## src/rtl/sca_pkg.sv

```systemverilog
package sca_pkg;

  localparam int unsigned SCA_MAX_STG = 8;

  typedef int unsigned wlist_t [SCA_MAX_STG];

  typedef enum logic {
    CMB_JOIN    = 1'b0,
    CMB_OVERLAP = 1'b1
  } combine_mode_e;

  // total width of the first n stage codes
  function automatic int unsigned sum_w(wlist_t w, int unsigned n);
    int unsigned s;
    s = 0;
    for (int unsigned i = 0; i < SCA_MAX_STG; i++)
      if (i < n) s += w[i];
    return s;
  endfunction

  // width of all stages after stage index j (0-based): bus position of stage j
  function automatic int unsigned tail_w(wlist_t w, int unsigned n, int unsigned j);
    int unsigned s;
    s = 0;
    for (int unsigned i = 0; i < SCA_MAX_STG; i++)
      if (i > j && i < n) s += w[i];
    return s;
  endfunction

  function automatic int unsigned out_w(wlist_t w, int unsigned n, combine_mode_e m);
    return (m == CMB_OVERLAP) ? sum_w(w, n) - (n - 1) : sum_w(w, n);
  endfunction

  // weight shift of stage j inside the merged word
  function automatic int unsigned merge_lo(wlist_t w, int unsigned n, int unsigned j,
                                           combine_mode_e m);
    return (m == CMB_OVERLAP) ? tail_w(w, n, j) - (n - 1 - j) : tail_w(w, n, j);
  endfunction

endpackage

```

## src/rtl/sca_delay_line.sv

```systemverilog
module sca_delay_line #(
  parameter int unsigned W     = 2,
  parameter int unsigned DEPTH = 1
) (
  input  logic         clk,
  input  logic         rst_n,
  input  logic [W-1:0] din,
  output logic [W-1:0] dout
);

  logic [W-1:0] pipe_d [DEPTH];
  logic [W-1:0] pipe_q [DEPTH];

  always_comb begin
    pipe_d[0] = din;
    for (int unsigned i = 1; i < DEPTH; i++) pipe_d[i] = pipe_q[i-1];
  end

  always_ff @(posedge clk or negedge rst_n) begin
    if (!rst_n) begin
      for (int unsigned i = 0; i < DEPTH; i++) pipe_q[i] <= '0;
    end else begin
      for (int unsigned i = 0; i < DEPTH; i++) pipe_q[i] <= pipe_d[i];
    end
  end

  assign dout = pipe_q[DEPTH-1];

endmodule

```

## src/rtl/sca_fill_tracker.sv

```systemverilog
module sca_fill_tracker #(
  parameter int unsigned NSTG = 3,
  localparam int unsigned CW  = $clog2(NSTG + 1)
) (
  input  logic clk,
  input  logic rst_n,
  output logic full
);

  logic [CW-1:0] cnt_d, cnt_q;

  always_comb begin
    if (cnt_q == CW'(NSTG)) cnt_d = cnt_q;
    else                    cnt_d = cnt_q + 1'b1;
  end

  always_ff @(posedge clk or negedge rst_n) begin
    if (!rst_n) cnt_q <= '0;
    else        cnt_q <= cnt_d;
  end

  assign full = (cnt_q == CW'(NSTG));

endmodule

```

## src/rtl/sca_merge.sv

```systemverilog
module sca_merge
  import sca_pkg::*;
#(
  parameter int unsigned   NSTG  = 3,
  parameter wlist_t        SUB_W = '{3, 3, 2, 0, 0, 0, 0, 0},
  parameter combine_mode_e MODE  = CMB_JOIN,
  localparam int unsigned  IN_W  = sum_w(SUB_W, NSTG),
  localparam int unsigned  OUT_W = out_w(SUB_W, NSTG, MODE),
  localparam int unsigned  ACC_W = OUT_W + $clog2(NSTG) + 1
) (
  input  logic             clk,
  input  logic             rst_n,
  input  logic [IN_W-1:0]  aligned,
  output logic [OUT_W-1:0] word_q
);

  logic [ACC_W-1:0] term [NSTG];
  logic [ACC_W-1:0] acc;
  logic [OUT_W-1:0] word_d;

  for (genvar j = 0; j < NSTG; j++) begin : g_term
    localparam int unsigned WJ  = SUB_W[j];
    localparam int unsigned ILO = tail_w(SUB_W, NSTG, j);
    localparam int unsigned OLO = merge_lo(SUB_W, NSTG, j, MODE);
    assign term[j] = ACC_W'(aligned[ILO +: WJ]) << OLO;
  end

  always_comb begin
    acc = '0;
    for (int unsigned j = 0; j < NSTG; j++) begin
      if (MODE == CMB_OVERLAP) acc = acc + term[j];
      else                     acc = acc | term[j];
    end
    if ((acc >> OUT_W) != '0) word_d = '1;
    else                      word_d = acc[OUT_W-1:0];
  end

  always_ff @(posedge clk or negedge rst_n) begin
    if (!rst_n) word_q <= '0;
    else        word_q <= word_d;
  end

endmodule

```

## src/rtl/subcode_aligner.sv

```systemverilog
module subcode_aligner
  import sca_pkg::*;
#(
  parameter int unsigned   NSTG  = 3,
  parameter wlist_t        SUB_W = '{3, 3, 2, 0, 0, 0, 0, 0},
  parameter combine_mode_e MODE  = CMB_JOIN,
  localparam int unsigned  IN_W  = sum_w(SUB_W, NSTG),
  localparam int unsigned  OUT_W = out_w(SUB_W, NSTG, MODE)
) (
  input  logic             clk,
  input  logic             rst_n,
  input  logic [IN_W-1:0]  sub_codes,
  output logic [OUT_W-1:0] word,
  output logic             word_valid
);

  logic [IN_W-1:0] aligned;

  // stage j waits NSTG-1-j cycles in its lane; the shared output register adds one more
  for (genvar j = 0; j < NSTG; j++) begin : g_lane
    localparam int unsigned WJ = SUB_W[j];
    localparam int unsigned LO = tail_w(SUB_W, NSTG, j);
    if (j < NSTG - 1) begin : g_dly
      sca_delay_line #(
        .W     (WJ),
        .DEPTH (NSTG - 1 - j)
      ) u_dly (
        .clk   (clk),
        .rst_n (rst_n),
        .din   (sub_codes[LO +: WJ]),
        .dout  (aligned[LO +: WJ])
      );
    end else begin : g_last
      assign aligned[LO +: WJ] = sub_codes[LO +: WJ];
    end
  end

  sca_merge #(
    .NSTG  (NSTG),
    .SUB_W (SUB_W),
    .MODE  (MODE)
  ) u_merge (
    .clk     (clk),
    .rst_n   (rst_n),
    .aligned (aligned),
    .word_q  (word)
  );

  sca_fill_tracker #(
    .NSTG (NSTG)
  ) u_fill (
    .clk   (clk),
    .rst_n (rst_n),
    .full  (word_valid)
  );

endmodule

```

## config.mk

```make
export PLATFORM = sky130hd
export DESIGN_NAME = subcode_aligner
export DESIGN_NICKNAME = d
export VERILOG_FILES = /design/src/rtl/sca_pkg.sv /design/src/rtl/sca_delay_line.sv /design/src/rtl/sca_fill_tracker.sv /design/src/rtl/sca_merge.sv /design/src/rtl/subcode_aligner.sv
export SDC_FILE = /design/constraint.sdc
export NUM_CORES = 1
export LEC_CHECK = 0
export BUFFER_PORTS_ARGS = -buffer_cell sky130_fd_sc_hd__buf_2
export CORE_AREA = 2 2 42 44
export CTS_BUF_LIST = sky130_fd_sc_hd__clkbuf_8
export DETAILED_ROUTE_END_ITERATION = 10
export DIE_AREA = 0 0 44 46
export GPL_ROUTABILITY_DRIVEN = 0
export PLACE_DENSITY = 0.55
export SLEW_MARGIN = 5
export SYNTH_ARGS = -nofsm -noshare
export SYNTH_HDL_FRONTEND = slang
export SYNTH_SLANG_ARGS = --single-unit
```

## constraint.sdc

```tcl
create_clock -name clk -period 1.4 [get_ports clk]
set_input_delay 0.14 -clock clk [delete_from_list [all_inputs] [get_ports clk]]
set_output_delay 0.14 -clock clk [all_outputs]
set_load 0.03 [all_outputs]
```

==> impl_metrics.csv, run 1 <==
group,metric,value,unit
worst_setup_path,cpPeakStageDelay,0.41,ns
final_layout,fin_util,47.8,%
clock_network,numCtsBuffers,3,
synth,synth_top_family_by_area,"adder cells",
synth,synth-xor-area-share,1.67,%
floorplan,die_x,44,microns
worst_setup_path,critPathRequiredTime,1.26,ns
drt,wl_per_cell,9.04,microns
synth,synthesis.nets,35,
worst_setup_path,critPathMaxFanout,3,
synth,synth_compound_area_share,0,%
clock_network,cts_max_path_buffers,2,
synth,ys_ff_latch,19,
synth,synthAdderAreaFrac,4.77,%
worst_setup_path,cp-end-kind,"output port",
synth,yosysTopAreaCellShare,90.7,%
drt,viasPerCell,3.94,
drt,drtIter0Drc,1,
clock_network,htreeDepth,1,
clock_network,cts_tree,"yes",
synth,synth_area_leader_cell,"dfrtp_1",
final_layout,antenna_cells,0,
pwr,vdd_drop_max,489,uV
worst_setup_path,startpoint_type,"flip-flop",
run_status,status,"finished, final reports clean",
worst_setup_path,r2r-start,"u_fill.cnt_q[0]",
sta,fmax,857,MHz
global_routing,grt_max_degree,20,
final_layout,fin_nets,67,
drt,drc_errors,0,
sta,slew_headroom,73.9,%
sta,tns,0,ns
sta,post-route-period-util,83.3,%
sta,hold_viol,0,
clock_network,cts_setup_buffers,0,
global_routing,grt_first_pass_wirelength,1010,microns
synth,synth-simple-area-share,0,%
floorplan,ioPinCount,19,
sta,min_period,1.17,ns
sta,rsz0062_at_grt,"false",
synth,synthMuxAreaShare,2.86,%
worst_setup_path,ff2ff_path_depth,2,
drt,drtPass1Iterations,2,
synth,synth_area_leaders,"dfrtp_1 (91%), ha_1 (4.8%), mux2_4 (2.9%), xnor2_1 (1.7%)",
synth,synthesis.instances,23,
run,maxCapViolCount,0,
floorplan,die_h,46,microns
clock_network,cts.sinks,19,
sta,max_slew.worst_pin.slew,0.391,ns
sta,setup_viol,0,
sta,holdWs,0.345,ns
clock_network,cts_root_buffer,"clkbuf_8",
synth,netlist_area,524,sq um
worst_setup_path,crit_slowest_cell,"dfrtp_1",
final_layout,layout_commonest_cell,"dfrtp_1",
final_layout,mostFrequentLayoutCells,"dfrtp_1 (19), buf_2 (18), dlygate4sd3_1 (9), clkbuf_8 (3), ha_1 (2)",
synth,yosys_warnings,0,
worst_setup_path,critical_path_class,"flip-flop to output port",
worst_setup_path,cpLargestDelayFamily,"flip-flops",
global_routing,antenna_found_initial,0,
clock_network,clk_pin_slew,0.06,ns
worst_hold_path,hp-class,"primary input to async pin",
pwr,power_density,1300,mW/mm^2
worst_setup_path,reg2reg_slack,0.32,ns
floorplan,coreArea,0.00161,sq mm
synth,yosys.cell_types.count,4,
synth,yosysSeqAreaShare,90.7,%
clock_network,insertion_delay,0.24,ns
global_routing,track_usage,7.61,%
global_routing,grt_pass1_vias,260,
final_layout,layout-drive-gt1-share,40.7,%
worst_setup_path,path_buf_inv,1,
drt,num_vias,280,
worst_setup_path,cp.arrival,1.03,ns
sta,skew,0.000528,ns
worst_setup_path,path_cells,"ha_1 > buf_2",
floorplan,num_rows,15,
sta,drv_slew,0,
global_routing,overflow,0,
worst_setup_path,r2r-end,"u_fill.cnt_q[1]",
final_layout,area_growth,47.0,%
synth,syn_area_per_cell,22.8,sq um
pwr,power_leakage,0.376,nW
floorplan,initial_core_util,32.5,%
floorplan,die-area,0.00202,sq mm
place,port_buffers,18,
pwr,p_total,1.00,mW
place,dp_hpwl,448,microns
drt,finalWirelength,642,microns
drt,ant_nets,0,
==> synthesized netlist by cell type <==
master,instances
mux2_4,1
dfrtp_1,19
xnor2_1,1
ha_1,2
==> cell type report <==
| type | count | area, sq um |
|---|---|---|
| repair buffers | 27 | 180 |
| clock inverters | 1 | 3.75 |
| multi-input cells | 4 | 48.8 |
| clock buffers | 3 | 41.3 |
| flip-flops and latches | 19 | 475 |
| fillers | 142 | 843 |
| well taps | 17 | 21.3 |
==> kinds of logic (layout without fill, tap and decap cells) <==
group,count (synthesis),after routing
muxes,1,1
buffers and inverters,0,31
adders and majority gates,2,2
xor gates and xnor gates,1,1
DFF,19,19
==> metal layers <==
layer | global-route usage [%] | routed length (microns) | vias up
li1 | - | - | 133
met1 | 7.95 | 253 | 136
met2 | 11.2 | 338 | 11
met3 | 3.57 | 50 | 0
met4 | 7.27 | 0 | 0
met5 | 0 | 0 | -
==> worst max-delay path by stage <==
stage / depth (start not counted) / from / endpoint
CTS: 2 / u_fill.cnt_q[0] / word_valid
finish: 2 / u_fill.cnt_q[0] / word_valid
detailed placement: 2 / u_fill.cnt_q[0] / u_fill.cnt_q[1]
global route: 2 / u_fill.cnt_q[0] / word_valid
floorplan: 2 / u_fill.cnt_q[0] / u_fill.cnt_q[1]
global placement: 2 / u_fill.cnt_q[0] / u_fill.cnt_q[1]
==> registers in the layout, indices dropped and copies added, names as in the netlist <==
signal	count
u_merge.word_q	8
g_lane.g_dly.u_dly.dout	6
g_lane.g_dly.u_dly.pipe_d	3
u_fill.cnt_q	2
==> what timing repair did <==
action                    CTS  global route
hold endpoints to repair   27             0
gates resized for setup     0             0
hold buffers                9             0
==> metrics by stage <==
step                instance area (sq um)  cells  setup slack, ns
finish                                771     71            0.233
detailed placement                    636     58            0.328
floorplan                             524     23            0.351
CTS                                   771     71            0.219
global route                          771     71            0.193
global placement                      636     58            0.341
==> report_power, final <==
| part | total [mW] | switching, mW | internal (mW) |
|---|---|---|---|
| clock | 0.349 | 0.155 | 0.194 |
| combinational | 0.0762 | 0.0432 | 0.0330 |
| sequential | 0.579 | 0.00504 | 0.574 |
(Power assumes the default switching activity.)
==> inputs of run 2 (changes only) <==
--- a/config.mk
+++ b/config.mk
@@ -11,7 +11,7 @@
 export DETAILED_ROUTE_END_ITERATION = 10
 export DIE_AREA = 0 0 44 46
 export GPL_ROUTABILITY_DRIVEN = 0
-export PLACE_DENSITY = 0.55
+export PLACE_DENSITY = 0.57
 export SLEW_MARGIN = 5
 export SYNTH_ARGS = -nofsm -noshare
 export SYNTH_HDL_FRONTEND = slang
==> constraint.sdc (replaced) <==
create_clock -name clk -period 0.99 [get_ports clk]
set_input_delay 0.099 -clock clk [delete_from_list [all_inputs] [get_ports clk]]
set_output_delay 0.099 -clock clk [all_outputs]
set_load 0.03 [all_outputs]
==> run 2 against run 1 <==
Effect of this change:
- the run now ends with setup timing left
- via count rose by 8.6%
- clock-buffer cell count did not move
- worst setup slack got worse by 0.38 ns
- combinational power rose by 43%
- die area did not move
- clock power rose by 41%
- critical endpoint unchanged
==> impl_metrics.csv, run 2 (synthesized netlist as in run 1, its figures left out) <==
group,metric,value,unit
place,port_buffers,18,
drt,wl_per_cell,9.95,microns
floorplan,initial_core_util,32.5,%
final_layout,fin_nets,71,
drt,num_vias,304,
worst_setup_path,r2r-start,"u_fill.cnt_q[1]",
worst_setup_path,r2r-end,"u_fill.cnt_q[1]",
final_layout,largest-register,"u_merge.word_q",
floorplan,die-area,0.00202,sq mm
global_routing,overflow,0,
sta,drv_slew,0,
pwr,vdd_drop_max,942,uV
final_layout,largest_reg_flops,8,
place,dp_hpwl,542,microns
final_layout,layout-drive-gt1-share,46.6,%
final_layout,layout_commonest_cell,"dfrtp_1",
sta,hold_viol,0,
floorplan,die_x,44,microns
clock_network,cts_root_buffer,"clkbuf_8",
pwr,power_leakage,0.401,nW
clock_network,cts.sinks,19,
clock_network,insertion_delay,0.25,ns
final_layout,fin_util,51.2,%
global_routing,grt_first_pass_wirelength,1230,microns
floorplan,num_rows,15,
final_layout,mostFrequentLayoutCells,"dfrtp_1 (19), buf_2 (17), dlygate4sd3_1 (9), clkbuf_8 (3), buf_6 (3)",
drt,drtIter0Drc,0,
sta,slew_headroom,73.8,%
drt,drc_errors,0,
sta,min_period,1.14,ns
worst_setup_path,reg2reg_slack,-0.07,ns
sta,fmax,877,MHz
floorplan,die_h,46,microns
clock_network,htreeDepth,1,
worst_setup_path,ff2ff_path_depth,2,
sta,fin_ws,-0.151,ns
sta,post-route-period-util,115,%
final_layout,n_fill_cell,140,
worst_setup_path,crit_slowest_cell,"dfrtp_1",
worst_setup_path,startpoint_type,"flip-flop",
global_routing,antenna_found_initial,0,
place,placedCellCount,61,
final_layout,layout.cells.non_filler,75,
worst_setup_path,cp.arrival,1.04,ns
run,maxCapViolCount,0,
global_routing,grt_max_degree,20,
final_layout,seq_area,475,sq um
worst_setup_path,critPathMaxFanout,2,
clock_network,cts_max_path_buffers,2,
worst_setup_path,cpMostUsedCell,"buf_6",
final_layout,area_growth,57.8,%
final_layout,antenna_cells,0,
drt,ant_nets,0,
run_status,status,"finished, violations left",
worst_setup_path,critical_path_class,"flip-flop to output port",
final_layout,multi_input_area,61.3,sq um
clock_network,clk_pin_slew,0.06,ns
global_routing,track_usage,9.23,%
sta,skew,0.000865,ns
sta,max_slew.worst_pin.slew,0.393,ns
run_status,violations,"setup timing",
global_routing,grt_pass1_vias,313,
worst_setup_path,critPathRequiredTime,0.89,ns
clock_network,cts_tree,"yes",
worst_hold_path,hp-class,"primary input to async pin",
pwr,power_density,1720,mW/mm^2
worst_setup_path,path_cells,"buf_6 > ha_4 > buf_6",
sta,setup_viol,3,
floorplan,coreArea,0.00161,sq mm
worst_setup_path,cp-end-kind,"output port",
sta,rsz0062_at_grt,"true",
clock_network,numCtsBuffers,3,
drt,viasPerCell,4.05,
worst_setup_path,cpPeakStageDelay,0.40,ns
drt,finalWirelength,746,microns
floorplan,ioPinCount,19,
drt,drtPass1Iterations,1,
## run 2: changes by cell type in the layout (fill, tap and decap cells not counted), sizes merged
cell,change
buf,+4
## run 2: through the flow
step                hold WS, ns  TNS [ns]  setup WS [ns]  area (sq um)  power [mW]
floorplan                -0.197   -0.0437        -0.0437           524       0.868
global placement         0.0470   -0.0343        -0.0343           658       0.915
detailed placement       0.0458   -0.0620        -0.0620           658       0.918
CTS                       0.317    -0.259         -0.159           827        1.44
global route              0.343    -0.327         -0.190           827        1.49
finish                    0.305    -0.232         -0.151           827        1.42
## run 2: per-layer routing
layer | part of all wire, % | vias to the layer above | GRT usage, %
li1 | - | 141 | -
met1 | 35 | 144 | 9.77
met2 | 51 | 17 | 13.2
met3 | 11 | 2 | 5.56
met4 | 1.9 | 0 | 7.27
met5 | 0 | - | 0
## run 2: where the power goes
group / internal, mW / total, mW / leakage [nW] / switching [mW]
logic: 0.0467 / 0.109 / 0.158 / 0.0624
clock network: 0.275 / 0.491 / 0.0269 / 0.216
registers: 0.811 / 0.819 / 0.216 / 0.00746
## run 2: worst max path at each step
stage                         start         endpoint  slack (ns)
finish              u_fill.cnt_q[1]       word_valid       -0.15
global route        u_fill.cnt_q[0]       word_valid       -0.19
CTS                 u_fill.cnt_q[1]       word_valid       -0.16
detailed placement  u_fill.cnt_q[0]  u_fill.cnt_q[1]       -0.06
global placement    u_fill.cnt_q[1]  u_fill.cnt_q[1]       -0.03
floorplan           u_fill.cnt_q[1]  u_fill.cnt_q[1]       -0.04
## run 2: final cells by class
| type | count | share of cell area, % |
|---|---|---|
| Clock buffer | 3 | 4.99 |
| Multi-Input combinational cell | 4 | 7.41 |
| Timing Repair Buffer | 31 | 27.1 |
| Tap cell | 17 | 2.57 |
| Sequential cell | 19 | 57.5 |
| Clock inverter | 1 | 0.454 |
## run 2: worst max-delay path: cells and delay by family, from the launching register on
family / cells / cell delay [ns]
DFF: 1 / 0.40
buffers and inverters: 2 / 0.26
adders and majority gates: 1 / 0.14
## run 2: what timing repair did
item / CTS / global route
buffers inserted: 1 / 0
setup endpoints to repair: 2 / 3
hold buffers: 9 / 0
pin swaps: 2 / 1
gates resized for setup: 6 / 0
hold endpoints to repair: 27 / 0
